--- src/rtl/kwd_pkg.sv ---
package kwd_pkg;
    localparam int unsigned DATA_W    = 8;
    localparam logic [7:0]  KEY_FIRST = 8'h1E;
    localparam logic [7:0]  KEY_LAST  = 8'hE1;
    localparam logic        ADDR_CTRL = 1'b0;
    localparam logic        ADDR_KICK = 1'b1;

    typedef struct packed {
        logic en;
        logic ovf;
    } ctl_t;
endpackage

--- src/rtl/kwd_keyseq.sv ---
module kwd_keyseq
    import kwd_pkg::*;
(
    input  logic       clk,
    input  logic       por_n,
    input  logic       sys_rst,
    input  logic       kick_wr,
    input  logic [7:0] kick_data,
    output logic       reload
);
    typedef struct packed {
        logic armed;
    } key_st_t;

    key_st_t st_d, st_q;

    always_comb begin
        st_d   = st_q;
        reload = 1'b0;
        if (sys_rst) begin
            st_d.armed = 1'b0;
        end else if (kick_wr) begin
            if (st_q.armed && kick_data == KEY_LAST) begin
                reload     = 1'b1;
                st_d.armed = 1'b0;
            end else begin
                st_d.armed = !st_q.armed && (kick_data == KEY_FIRST);
            end
        end
    end

    always_ff @(posedge clk or negedge por_n) begin
        if (!por_n) st_q <= '0;
        else        st_q <= st_d;
    end
endmodule

--- src/rtl/kwd_counter.sv ---
module kwd_counter #(
    parameter int unsigned TIMEOUT = 4000,
    localparam int unsigned CW     = $clog2(TIMEOUT + 1)
) (
    input  logic          clk,
    input  logic          por_n,
    input  logic          load,
    input  logic          run,
    output logic [CW-1:0] count,
    output logic          expired
);
    typedef struct packed {
        logic [CW-1:0] cnt;
    } cnt_st_t;

    cnt_st_t st_d, st_q;

    always_comb begin
        st_d = st_q;
        if (load)
            st_d.cnt = CW'(TIMEOUT);
        else if (run && st_q.cnt != '0)
            st_d.cnt = st_q.cnt - CW'(1);
    end

    always_ff @(posedge clk or negedge por_n) begin
        if (!por_n) st_q <= '{cnt: CW'(TIMEOUT)};
        else        st_q <= st_d;
    end

    assign count   = st_q.cnt;
    assign expired = (st_q.cnt == '0);
endmodule

--- src/rtl/kwd_pulse.sv ---
module kwd_pulse #(
    parameter int unsigned PULSE_LEN = 16,
    localparam int unsigned PW       = $clog2(PULSE_LEN + 1)
) (
    input  logic clk,
    input  logic por_n,
    input  logic fire,
    output logic active
);
    typedef struct packed {
        logic [PW-1:0] left;
    } pls_st_t;

    pls_st_t st_d, st_q;

    always_comb begin
        st_d = st_q;
        if (st_q.left != '0)
            st_d.left = st_q.left - PW'(1);
        else if (fire)
            st_d.left = PW'(PULSE_LEN);
    end

    always_ff @(posedge clk or negedge por_n) begin
        if (!por_n) st_q <= '0;
        else        st_q <= st_d;
    end

    assign active = (st_q.left != '0);
endmodule

--- src/rtl/kwd_top.sv ---
module kwd_top
    import kwd_pkg::*;
#(
    parameter int unsigned TIMEOUT   = 4000,
    parameter int unsigned PULSE_LEN = 16,
    localparam int unsigned CW       = $clog2(TIMEOUT + 1)
) (
    input  logic       clk,
    input  logic       por_n,
    input  logic       sys_rst,
    input  logic       wr_en,
    input  logic       addr,
    input  logic [7:0] wdata,
    output logic [7:0] rdata,
    output logic       wd_rst_pulse
);
    ctl_t ctl_d, ctl_q;

    logic          ctl_wr, kick_wr, en_rise;
    logic          key_reload, cnt_load, cnt_run, cnt_zero, fire;
    logic [CW-1:0] cnt_val;
    logic          wd_en, wd_ovf;

    assign ctl_wr  = wr_en && (addr == ADDR_CTRL);
    assign kick_wr = wr_en && (addr == ADDR_KICK);

    kwd_keyseq u_keyseq (
        .clk       (clk),
        .por_n     (por_n),
        .sys_rst   (sys_rst),
        .kick_wr   (kick_wr),
        .kick_data (wdata),
        .reload    (key_reload)
    );

    kwd_counter #(.TIMEOUT(TIMEOUT)) u_counter (
        .clk     (clk),
        .por_n   (por_n),
        .load    (cnt_load),
        .run     (cnt_run),
        .count   (cnt_val),
        .expired (cnt_zero)
    );

    kwd_pulse #(.PULSE_LEN(PULSE_LEN)) u_pulse (
        .clk    (clk),
        .por_n  (por_n),
        .fire   (fire),
        .active (wd_rst_pulse)
    );

    always_comb begin
        ctl_d    = ctl_q;
        en_rise  = ctl_wr && wdata[0] && !ctl_q.en && !sys_rst;
        fire     = ctl_q.en && cnt_zero && !wd_rst_pulse;
        cnt_load = !wd_rst_pulse && (en_rise || key_reload);
        cnt_run  = ctl_q.en && !wd_rst_pulse;

        if (sys_rst)
            ctl_d.en = 1'b0;
        else if (ctl_wr)
            ctl_d.en = wdata[0];

        if (fire)
            ctl_d.ovf = 1'b1;
        else if (ctl_wr && !wdata[1])
            ctl_d.ovf = 1'b0;
    end

    always_ff @(posedge clk or negedge por_n) begin
        if (!por_n) ctl_q <= '0;
        else        ctl_q <= ctl_d;
    end

    assign wd_en  = ctl_q.en;
    assign wd_ovf = ctl_q.ovf;
    assign rdata  = (addr == ADDR_CTRL) ? {6'b0, ctl_q.ovf, ctl_q.en} : 8'h00;
endmodule

--- config.mk ---
export PLATFORM = sky130hd
export DESIGN_NAME = kwd_top
export DESIGN_NICKNAME = d
export VERILOG_FILES = /design/src/rtl/kwd_pkg.sv /design/src/rtl/kwd_keyseq.sv /design/src/rtl/kwd_counter.sv /design/src/rtl/kwd_pulse.sv /design/src/rtl/kwd_top.sv
export SDC_FILE = /design/constraint.sdc
export NUM_CORES = 1
export LEC_CHECK = 0
export ABC_CLOCK_PERIOD_IN_PS = 2300
export BUFFER_PORTS_ARGS = -buffer_cell sky130_fd_sc_hd__buf_2
export CAP_MARGIN = 5
export CORE_MARGIN = 2
export CORE_UTILIZATION = 54
export CTS_CLUSTER_SIZE = 25
export DETAILED_ROUTE_END_ITERATION = 8
export PLACE_DENSITY = 0.85
export SLEW_MARGIN = 20
export SYNTH_ARGS = -nofsm -noshare
export SYNTH_HDL_FRONTEND = slang
export SYNTH_SLANG_ARGS = --single-unit
--- constraint.sdc ---
create_clock -name clk -period 2.3 [get_ports clk]
set_input_delay 0.115 -clock clk [delete_from_list [all_inputs] [get_ports clk]]
set_output_delay 0.115 -clock clk [all_outputs]
set_load 0.005 [all_outputs]
==> run metrics <==
largest net degree at the start of global routing=21; Setup TNS=0 ns; Post-Synthesis Cells=between 100 and 150; headroom to the max-slew limit=63.7%; Routed WL per cell=13.7 um; hold-fix buffers at CTS=2; P per Cell Area=707 nW/um^2; Crit Path Category=flip-flop to flip-flop; CTS tree=done; antenna-violating nets left=0; Setup-failing EPs final=0; design area=1360 um^2; Fin. Hold Viols=0; EDFF count, synth=0; MaxCap Viol Count=0; capturing point of the worst reg2reg path=u_counter.count[6]$_DFFE_PN0P_; vias per cell=roughly 6; slack of the critical path=0.260 ns; Clock Sinks=20; setup bufs post-CTS=0; Clock Latency Late Sink=just over 0.3 ns; met2 usage=a little under two fifths; Place WS=about 0.32 ns; die span in y=51.3 um; gr ovfl total=0; internal power=682 uW; Worst Max-Slew Pin Slew=~0.54 ns; Mapped Avg Cell Area=9.07 um^2; switching pwr=281 uW; ranking of synthesized cells by area=dfrtp_1 29%, dfstp_2 13%, nand2_1 4.7%, buf_4 4.4%, or4_1 4.4%; Die ar.=~2600 um^2; Critical Path RT=2.54 ns; achievable frequency=0.490 GHz; global routing's busiest layer=met2; Gate power share=19.7%; dpl cells=~170; met1 Use GR=29.4%; H-tree depth=1; dominant synthesized flop cell=dfrtp_1; register area share after synthesis=42.1%; worst flop-to-flop path startpoint=u_pulse.st_q[0]$_DFFE_PN0P_; clock share of power=29.7%; Vias=roughly 1100; DRC=0; clock period minus final worst setup slack=2.04 ns; total track usage=22.7%; WHS Path Cells=3; Initial Utilization=55.6%; n_diodes=0; CTS Buffer Depth=2; most frequent cells in the layout=15 x nand2_1, 15 x buf_2, 14 x dfrtp_1; unrepaired setup endpoints after global routing=no; area delta synth->final=13.0%; Mapped Area=roughly 1200 um^2; min-delay worst type=input port to flip-flop; Final #Nets=169; Net Sw Frac=29.2%; outcome=finished, final reports clean; Ys Warns=0; skew final=about 0.0044 ns; dpl cell area=1290 um^2; Worst Hold Launch=wdata[1]; Leakage=0.580 nW; initial antenna violation count=0; Critical Path Source=u_pulse.st_q[0]$_DFFE_PN0P_; Pre-Repair DR Iteration Count=4; worst vdd ir=0.511 mV; reg2reg setup slack=0.26 ns; Arr. time, crit path=roughly 2.3 ns; Crit Path Max Fanout=11; first-pass GRT wire length=4440 um; CTS root buf=clkbuf_4; post-detailed-placement half-perimeter wirelength=1870 um; Flop pwr share=50.6%; number of CTS-inserted buffers=3; GR met3 Demand/Resource=4.68%; Top Ports=22; Final Max Slew Viols=0; PostCTS Resize Cnt=0; #FFs+latches synth=20; WHS Endpoint=u_keyseq.st_q$_DFFE_PN0P_; Synth top area share=between 20 and 30%; area leader, netlist=dfrtp_1; gp weighted congestion=between 0.8 and 0.9; Die X=51.3 um; Worst R2R Path Depth=7; CTS clk-pin slew, worst paths=0.11 ns; Post-Layout Cell Count=between 150 and 200; drt total wl=2470 um; ys async rst share=100%; # fillers=189; core area=2170 um^2; Iter 0 DRT Violations=37; synth unique cells=38; final period utilization=88.7%; layout cell share with drive strength beyond 1=21.1%; vias in the first global route=1009; crit start category=flip-flop; IO Port Bufs=15; crit end category=flip-flop; Std-Cell Rows=17
how the worst max path moves through the flow:
| stage | to | slack [ns] |
|---|---|---|
| final | u_counter.count[6]$_DFFE_PN0P_ | 0.26 |
| after global routing | u_counter.count[8]$_DFFE_PN1P_ | 0.11 |
| after CTS | u_counter.count[6]$_DFFE_PN0P_ | 0.29 |
| after detailed placement | u_counter.count[8]$_DFFE_PN1P_ | 0.32 |
| after global placement | u_counter.count[11]$_DFFE_PN1P_ | 0.37 |
| after floorplan | u_counter.count[8]$_DFFE_PN1P_ | 0.41 |
metrics by stage:
stage | power, mW | util [%] | hold slack, ns
6_report | 0.963 | 62.8 | 0.0763
5_1_grt | 1.03 | 62.8 | 0.0765
4_1_cts | 0.970 | 62.8 | 0.0651
3_5_place_dp | 0.680 | 59.5 | 0.0841
3_3_place_gp | 0.672 | 59.5 | 0.0750
2_1_floorplan | 0.619 | - | -0.181
critical path: stages, from the launching register on:
cell	delay [ns]
dfrtp_1	0.42
inv_1	0.08
ha_1	0.20
nor4b_2	0.24
buf_4	0.22
nand2_1	0.16
or4_1	0.51
a21oi_1	0.15
power groups by stage:
| stage | registers (mW) | clock network, mW | logic [mW] |
|---|---|---|---|
| 2_1_floorplan | 0.472 | 0 | 0.147 |
| 3_3_place_gp | 0.490 | 0 | 0.182 |
| 3_5_place_dp | 0.491 | 0 | 0.189 |
| 4_1_cts | 0.485 | 0.294 | 0.191 |
| 5_1_grt | 0.500 | 0.310 | 0.225 |
| 6_report | 0.487 | 0.286 | 0.190 |
cell usage after synthesis, drive strengths merged (4+ instances only):
cell    n
nand2  15
dfstp   6
o31ai   4
a21oi   7
nor2    4
o21ai  10
dfrtp  14
buf     7
inv     6
or3     8
or4     9
nor4    4
nand3  10
layout make-up:
type | count | area (um^2) | share of cell area [%]
clock buffer | 3 | 22.5 | 1.65
clock inverter | 1 | 30.0 | 2.20
inverter | 6 | 22.5 | 1.65
multi-input combinational | 103 | 634 | 46.6
sequential | 20 | 508 | 37.3
tap | 28 | 35.0 | 2.57
timing repair buffer | 19 | 110 | 8.08
metal layers:
layer	vias up	part of all wire (%)
li1	524	-
met1	522	46
met2	28	48
met3	7	4.2
met4	0	1.8
met5	-	0
sequential cells by signal (all words and copies together) (netlist names):
register	count
u_pulse.st_q	5
u_keyseq.st_q	1
wd_en	1
u_counter.count	12
wd_ovf	1
kinds of logic after synthesis:
group | synth area share [%]
AOI/OAI and AO/OA | 11.8
xor gates and xnor gates | 0.726
adders and majority gates | 3.11
buffers and inverters | 6.85
DFF | 42.1
muxes | 0.830
other | 0.311
and+or+nand+nor | 34.2
Note: power is estimated with default switching activity, not from simulation.
